$ cat src/rtl/rs_pkg.sv
// Shared definitions for the seconds counter with alarm: register
// addresses, control bit positions and the status flag layout.
package rs_pkg;
    localparam int ADDR_W = 3;

    typedef enum logic [ADDR_W-1:0] {
        RA_SEC   = 3'd0,
        RA_FRAC  = 3'd1,
        RA_ALARM = 3'd2,
        RA_CTRL  = 3'd3,
        RA_STAT  = 3'd4,
        RA_IRQEN = 3'd5
    } reg_addr_e;

    localparam int CB_EN   = 0;
    localparam int CB_SOFT = 1;
    localparam int CB_HARD = 2;

    localparam int STAT_W = 3;

    // Status word layout: bit 2 not-valid, bit 1 overflow, bit 0 alarm.
    typedef struct packed {
        logic nv;
        logic ovf;
        logic alm;
    } stat_t;

    localparam stat_t STAT_RST = '{nv: 1'b1, ovf: 1'b0, alm: 1'b0};
endpackage

$ cat src/rtl/rs_time_base.sv
// Seconds and fraction registers.
// Assumes the caller never asserts step_i in a cycle with a load, and that
// FRAC_W < SEC_W so load data carries a whole fraction.
module rs_time_base #(
    parameter int SEC_W  = 32,
    parameter int FRAC_W = 15
) (
    input  logic              clk,
    input  logic              rst_n,
    input  logic              step_i,
    input  logic              sec_ld_i,
    input  logic              frac_ld_i,
    input  logic [SEC_W-1:0]  ld_data_i,
    output logic [SEC_W-1:0]  sec_o,
    output logic [FRAC_W-1:0] frac_o,
    output logic              roll_o,
    output logic              wrap_o,
    output logic [SEC_W-1:0]  sec_next_o
);
    localparam logic [FRAC_W-1:0] FRAC_MAX = '1;
    localparam logic [SEC_W-1:0]  SEC_MAX  = '1;

    logic [SEC_W-1:0]  sec_q;
    logic [FRAC_W-1:0] frac_q;

    // Step events derived from the current count.
    assign roll_o     = step_i && (frac_q == FRAC_MAX);
    assign wrap_o     = roll_o && (sec_q == SEC_MAX);
    assign sec_next_o = sec_q + SEC_W'(1);

    // Seconds word: load has priority over a rollover step.
    always_ff @(posedge clk) begin
        if (!rst_n) begin
            sec_q <= '0;
        end else if (sec_ld_i) begin
            sec_q <= ld_data_i;
        end else if (roll_o) begin
            sec_q <= sec_next_o;
        end
    end

    // Fraction word: load, else advance and wrap naturally.
    always_ff @(posedge clk) begin
        if (!rst_n) begin
            frac_q <= '0;
        end else if (frac_ld_i) begin
            frac_q <= ld_data_i[FRAC_W-1:0];
        end else if (step_i) begin
            frac_q <= frac_q + FRAC_W'(1);
        end
    end

    assign sec_o  = sec_q;
    assign frac_o = frac_q;
endmodule

$ cat src/rtl/rs_alarm_unit.sv
// Alarm seconds register and compare.
// Assumes roll_i marks a seconds step and sec_next_i is the value it steps to.
// The all-ones value is treated as unset.
module rs_alarm_unit #(
    parameter int SEC_W = 32
) (
    input  logic             clk,
    input  logic             rst_n,
    input  logic             ld_i,
    input  logic [SEC_W-1:0] ld_data_i,
    input  logic             roll_i,
    input  logic [SEC_W-1:0] sec_next_i,
    output logic [SEC_W-1:0] alarm_o,
    output logic             match_o
);
    localparam logic [SEC_W-1:0] UNSET = '1;

    logic [SEC_W-1:0] alarm_q;

    // Alarm word storage, unset after reset.
    always_ff @(posedge clk) begin
        if (!rst_n) begin
            alarm_q <= UNSET;
        end else if (ld_i) begin
            alarm_q <= ld_data_i;
        end
    end

    // Compare is evaluated only on a seconds step.
    assign match_o = roll_i && (sec_next_i == alarm_q) && (alarm_q != UNSET);
    assign alarm_o = alarm_q;
endmodule

$ cat src/rtl/rs_ctl_stat.sv
// Control, status and interrupt-enable state, plus the run qualifier.
// Assumes the write strobes are already decoded. Status flags are
// write-1-to-clear, and a set event in the same cycle wins over a clear.
module rs_ctl_stat
    import rs_pkg::*;
(
    input  logic              clk,
    input  logic              rst_n,
    input  logic              ctrl_wr_i,
    input  logic              stat_wr_i,
    input  logic              ien_wr_i,
    input  logic [STAT_W-1:0] wr_bits_i,
    input  logic              sec_ld_i,
    input  logic              match_i,
    input  logic              wrap_i,
    output logic              cnt_en_o,
    output logic              soft_lk_o,
    output logic              hard_lk_o,
    output stat_t             stat_o,
    output logic              irq_en_o,
    output logic              run_o
);
    logic  en_q, soft_q, hard_q, ien_q, primed_q;
    stat_t stat_q, stat_set, stat_clr;

    // Control bits: enable and soft lock follow writes, hard lock only sets.
    always_ff @(posedge clk) begin
        if (!rst_n) begin
            en_q   <= 1'b0;
            soft_q <= 1'b0;
            hard_q <= 1'b0;
        end else if (ctrl_wr_i) begin
            en_q   <= wr_bits_i[CB_EN];
            soft_q <= wr_bits_i[CB_SOFT];
            hard_q <= hard_q | wr_bits_i[CB_HARD];
        end
    end

    // Interrupt enable bit.
    always_ff @(posedge clk) begin
        if (!rst_n) begin
            ien_q <= 1'b0;
        end else if (ien_wr_i) begin
            ien_q <= wr_bits_i[0];
        end
    end

    // Primed: a seconds load has happened since the last reset or overflow.
    always_ff @(posedge clk) begin
        if (!rst_n) begin
            primed_q <= 1'b0;
        end else if (wrap_i) begin
            primed_q <= 1'b0;
        end else if (sec_ld_i) begin
            primed_q <= 1'b1;
        end
    end

    // Set and clear vectors for the status flags.
    always_comb begin
        stat_set     = '0;
        stat_set.alm = match_i;
        stat_set.ovf = wrap_i;
        stat_clr     = stat_wr_i ? stat_t'(wr_bits_i) : stat_t'('0);
    end

    // One register per status flag, each with its own reset value.
    for (genvar i = 0; i < STAT_W; i++) begin : g_flag
        always_ff @(posedge clk) begin
            if (!rst_n) begin
                stat_q[i] <= STAT_RST[i];
            end else begin
                stat_q[i] <= (stat_q[i] & ~stat_clr[i]) | stat_set[i];
            end
        end
    end

    assign run_o     = en_q && !stat_q.ovf && !stat_q.nv && primed_q;
    assign cnt_en_o  = en_q;
    assign soft_lk_o = soft_q;
    assign hard_lk_o = hard_q;
    assign stat_o    = stat_q;
    assign irq_en_o  = ien_q;
endmodule

$ cat src/rtl/rtc_seconds_alarm.sv
// Seconds counter with alarm: top level.
// Decodes register writes, gates ticks by the run qualifier and the locks,
// and muxes the read port. Assumes tick_i is a one-cycle strobe per
// low-power clock period, already in this clock domain.
module rtc_seconds_alarm
    import rs_pkg::*;
#(
    parameter int SEC_W  = 32,
    parameter int FRAC_W = 15
) (
    input  logic              clk,
    input  logic              rst_n,
    input  logic              tick_i,
    input  logic              wr_en_i,
    input  logic [ADDR_W-1:0] wr_addr_i,
    input  logic [SEC_W-1:0]  wr_data_i,
    input  logic [ADDR_W-1:0] rd_addr_i,
    output logic [SEC_W-1:0]  rd_data_o,
    output logic              alarm_irq_o
);
    logic [SEC_W-1:0]  sec_val, sec_next, alarm_val;
    logic [FRAC_W-1:0] frac_val;
    logic wr_sec, wr_frac, wr_alarm, wr_ctrl, wr_stat, wr_ien;
    logic sec_ld, frac_ld, lock_any, step, roll, wrap, match;
    logic cnt_en, soft_lk, hard_lk, irq_en, run;
    stat_t stat;

    // Write address decode.
    always_comb begin
        wr_sec   = wr_en_i && (wr_addr_i == RA_SEC);
        wr_frac  = wr_en_i && (wr_addr_i == RA_FRAC);
        wr_alarm = wr_en_i && (wr_addr_i == RA_ALARM);
        wr_ctrl  = wr_en_i && (wr_addr_i == RA_CTRL);
        wr_stat  = wr_en_i && (wr_addr_i == RA_STAT);
        wr_ien   = wr_en_i && (wr_addr_i == RA_IRQEN);
    end

    // Lock gating of time writes, and tick qualification.
    assign lock_any = soft_lk || hard_lk;
    assign sec_ld   = wr_sec && !lock_any;
    assign frac_ld  = wr_frac && !lock_any;
    assign step     = tick_i && run && !sec_ld && !frac_ld;

    rs_time_base #(.SEC_W(SEC_W), .FRAC_W(FRAC_W)) u_time (
        .clk        (clk),
        .rst_n      (rst_n),
        .step_i     (step),
        .sec_ld_i   (sec_ld),
        .frac_ld_i  (frac_ld),
        .ld_data_i  (wr_data_i),
        .sec_o      (sec_val),
        .frac_o     (frac_val),
        .roll_o     (roll),
        .wrap_o     (wrap),
        .sec_next_o (sec_next)
    );

    rs_alarm_unit #(.SEC_W(SEC_W)) u_alarm (
        .clk        (clk),
        .rst_n      (rst_n),
        .ld_i       (wr_alarm),
        .ld_data_i  (wr_data_i),
        .roll_i     (roll),
        .sec_next_i (sec_next),
        .alarm_o    (alarm_val),
        .match_o    (match)
    );

    rs_ctl_stat u_ctl (
        .clk       (clk),
        .rst_n     (rst_n),
        .ctrl_wr_i (wr_ctrl),
        .stat_wr_i (wr_stat),
        .ien_wr_i  (wr_ien),
        .wr_bits_i (wr_data_i[STAT_W-1:0]),
        .sec_ld_i  (sec_ld),
        .match_i   (match),
        .wrap_i    (wrap),
        .cnt_en_o  (cnt_en),
        .soft_lk_o (soft_lk),
        .hard_lk_o (hard_lk),
        .stat_o    (stat),
        .irq_en_o  (irq_en),
        .run_o     (run)
    );

    // Combinational read mux, unused bits zero.
    always_comb begin
        case (rd_addr_i)
            RA_SEC:   rd_data_o = sec_val;
            RA_FRAC:  rd_data_o = {{(SEC_W-FRAC_W){1'b0}}, frac_val};
            RA_ALARM: rd_data_o = alarm_val;
            RA_CTRL:  rd_data_o = {{(SEC_W-3){1'b0}}, hard_lk, soft_lk, cnt_en};
            RA_STAT:  rd_data_o = {{(SEC_W-STAT_W){1'b0}}, stat};
            RA_IRQEN: rd_data_o = {{(SEC_W-1){1'b0}}, irq_en};
            default:  rd_data_o = '0;
        endcase
    end

    // Alarm interrupt: flag qualified by its enable.
    assign alarm_irq_o = stat.alm && irq_en;
endmodule

$ cat config.mk
export PLATFORM = sky130hd
export DESIGN_NAME = rtc_seconds_alarm
export DESIGN_NICKNAME = d
export VERILOG_FILES = /design/src/rtl/rs_pkg.sv /design/src/rtl/rs_time_base.sv /design/src/rtl/rs_alarm_unit.sv /design/src/rtl/rs_ctl_stat.sv /design/src/rtl/rtc_seconds_alarm.sv
export SDC_FILE = /design/constraint.sdc
export NUM_CORES = 1
export LEC_CHECK = 0
export ABC_AREA = 1
export BUFFER_PORTS_ARGS = -buffer_cell sky130_fd_sc_hd__buf_4
export CAP_MARGIN = 20
export CELL_PAD_IN_SITES_DETAIL_PLACEMENT = 0
export CELL_PAD_IN_SITES_GLOBAL_PLACEMENT = 1
export CORE_UTILIZATION = 44
export CTS_CLUSTER_DIAMETER = 150
export DETAILED_ROUTE_END_ITERATION = 10
export PLACE_DENSITY = 0.9
export SLEW_MARGIN = 25
export SYNTH_ARGS = -nofsm -noshare
export SYNTH_HDL_FRONTEND = slang
export SYNTH_SLANG_ARGS = --single-unit
$ cat constraint.sdc
create_clock -name clk -period 3.2 [get_ports clk]
set_input_delay 0.48 -clock clk [delete_from_list [all_inputs] [get_ports clk]]
set_output_delay 0.48 -clock clk [all_outputs]
set_load 0.02 [all_outputs]
==> impl_metrics.json <==
{
  "hold_class": "input pin to flip-flop",
  "postCtsResizedCells": 0,
  "synth-simple-area-share": 0.399,
  "power.switching_mw": 0.692,
  "drtPass1Iterations": 5,
  "status": "finished clean",
  "tightest_slew_ps": 822,
  "worst-endpoint-required_ps": 3460,
  "post_cts_buffers": 0,
  "insertion_delay_ps": 360,
  "start_kind": "flip-flop",
  "numPortBuffers": 74,
  "rrSetupSlack_ps": 660,
  "final_antenna_net_count": 0,
  "power.density_nw_per_um2": 358,
  "netlist.area_leader.share": 0.296,
  "avgSynthCellArea_um2": 6.02,
  "intPower_mw": 1.79,
  "routed_via_density": 5.45,
  "arrival_ps": 2810,
  "vdd.ir_drop.worst_mv": 0.398,
  "clockRootBuffer": "clkbuf_16",
  "period_minus_slack_ps": 2540,
  "synthMuxAreaShare": 0,
  "most-common-layout-cells": "nand2_1 (359), inv_1 (115), dfxtp_1 (87), buf_4 (86), nor2_1 (85)",
  "seq_area_frac_synth": 0.296,
  "rsz0062_at_grt": "no",
  "fin_skew_ps": 7.95,
  "slew_viol_final": 0,
  "post-dp-hpwl_um": 14600,
  "core-area_um2": 12800,
  "synth_top_cell_by_area": "dfxtp_1",
  "synth_cell_type_count": 41,
  "cts_tree": "done",
  "end_kind": "flip-flop",
  "report.final.setup_viol": 0,
  "yosys_warnings": 0,
  "synth-seq-cells": 87,
  "area_delta_synth_final_pct": 17.6,
  "async_flop_share": 0,
  "grt_max_degree": 61,
  "fmax_mhz": 393,
  "seqPwrFrac": 0.462,
  "num_vias": 6653,
  "netlist_instances": 978,
  "cts.sinks": 87,
  "core.rowCount": 41,
  "grt-ovfl-total": 0,
  "p_leak_nw": 3.13,
  "synth.area.top_cells": "dfxtp_1 (30%), nand2_1 (23%), inv_1 (7.3%), nand3_1 (6.6%), nor2_1 (5.5%)",
  "drc": 0,
  "layout_commonest_cell": "nand2_1",
  "start_util": 0.459,
  "die_x_um": 118,
  "synth_edf_count": 0,
  "die_area_um2": 13900,
  "relSlewSlack": 0.449,
  "htree_levels": 3,
  "cp_max_fo": 19,
  "grt_pass1_vias": 6394,
  "path_class": "flip-flop to flip-flop",
  "synth_top_family_by_area": "simple AND/OR/NAND/NOR gates",
  "synthFlopType": "dfxtp_1",
  "synthAdderAreaFrac": 0.00425,
  "design_area_um2": 6930,
  "gp_congestion": 0.905,
  "p_sw_frac": 0.279,
  "drtIter0Drc": 526,
  "cts.clk_slew.worst_paths_ps": 70,
  "n_antenna_cell": 0,
  "placed_cell_area_um2": 6660,
  "syn_area_um2": 5890,
  "hold_buffers": 0,
  "drive_gt1_frac": 0.115,
  "drt-wirelength-per-cell_um": 16.2,
  "io_pins": 75,
  "cts_made_buffers": 9,
  "antenna_found_initial": 0,
  "syn_nets": 1022,
  "synth-xor-area-share": 0.0232,
  "grt_pass1_wl_um": 32700,
  "clock_power_share": 0.404,
  "period_share": 0.795,
  "fin_setup_tns_ps": 0,
  "drv_cap": 0,
  "cts_buffer_depth": 2,
  "die_h_um": 118,
  "finalHoldViolations": 0,
  "synth_compound_area_frac": 0.178,
  "finalWirelength_um": 19800,
  "power_frac_comb": 0.134,
  "final_nets": 1087,
  "grt_usage": 0.296
}
==> flip-flops by register name, summed over array words and instances (netlist names) <==
signal	count
u_ctl.primed_q	1
u_time.frac_o	15
u_ctl.cnt_en_o	1
u_ctl.irq_en_o	1
u_ctl.hard_lk_o	1
u_ctl.soft_lk_o	1
u_ctl.stat_o	3
u_alarm.alarm_o	32
u_time.sec_o	32
==> critical path, stage by stage (launching register included) <==
cell     delay, ps
dfxtp_1        420
ha_1           230
nand3_2        140
nor3_4         220
nand3_1        120
nor2_1         280
inv_2           60
buf_4          230
nor3_1         350
nand2_1        210
a21oi_1        180
==> logic make-up (layout without fill, tap and decap cells) <==
kind of cell               after synthesis  in the layout
buffers and inverters                  153            223
AOI/OAI and AO/OA                      160            160
and+or+nand+nor                        562            562
DFF                                     87             87
xor gates and xnor gates                14             14
adders and majority gates                2              2
==> stage by stage <==
step / power (mW) / cells / setup slack, ps / hold WS, ps / utilization
after CTS: 2.49 / 1220 / 664 / 346 / 0.540
after detailed placement: 1.50 / 1204 / 526 / 468 / 0.519
after global routing: 2.57 / 1220 / 508 / 358 / 0.540
after floorplan: 1.35 / 978 / 882 / 445 / -
final: 2.48 / 1220 / 655 / 348 / 0.540
after global placement: 1.50 / 1204 / 619 / 466 / 0.519
==> area by class of cell <==
| class | instances | area, um^2 |
|---|---|---|
| Multi-Input combinational cell | 738 | 3570 |
| Sequential cell | 87 | 1740 |
| Timing Repair Buffer | 88 | 686 |
| Inverter | 119 | 447 |
| Fill cell | 1380 | 5900 |
| Tap cell | 172 | 215 |
| Clock inverter | 3 | 18.8 |
| Clock buffer | 13 | 250 |
==> metal layers <==
layer,GRT usage,up-vias,share of wire
met5,0,-,0
met4,0.0841,0,0.015
met3,0.0620,25,0.066
met2,0.506,221,0.48
met1,0.374,3053,0.44
li1,-,3354,-
==> Yosys cell counts (all sizes together), types with 3 or more instances <==
cell type    n
dfxtp       87
nor2        94
a21oi       29
nand3b       3
xor2         9
o221ai      22
o211ai      32
a31oi       22
nand4       10
clkinv       3
nand2      364
clkbuf      25
buf          9
nand3       80
nor3         7
o22ai       17
xnor2        4
inv        116
a22oi        4
o21ai       28
==> path summary, 6_finish.rpt <==
check	start	to	cells after the start
worst max-delay path	u_time.frac_o[0]	u_ctl.stat_o[1]	10
worst min-delay path	wr_data_i[18]	u_alarm.alarm_o[18]	3
worst max register to register	u_time.frac_o[0]	u_ctl.stat_o[1]	10
worst min register to register	u_ctl.stat_o[2]	u_ctl.stat_o[2]	2
==> power by group through the flow <==
stage | combinational (mW) | clock, mW | sequential (mW)
floorplan | 0.187 | 0 | 1.16
finish | 0.332 | 1.00 | 1.15
global route | 0.365 | 1.06 | 1.15
detailed placement | 0.331 | 0 | 1.17
CTS | 0.332 | 1.01 | 1.15
global placement | 0.329 | 0 | 1.17
Power figures use the tool's default switching activity.
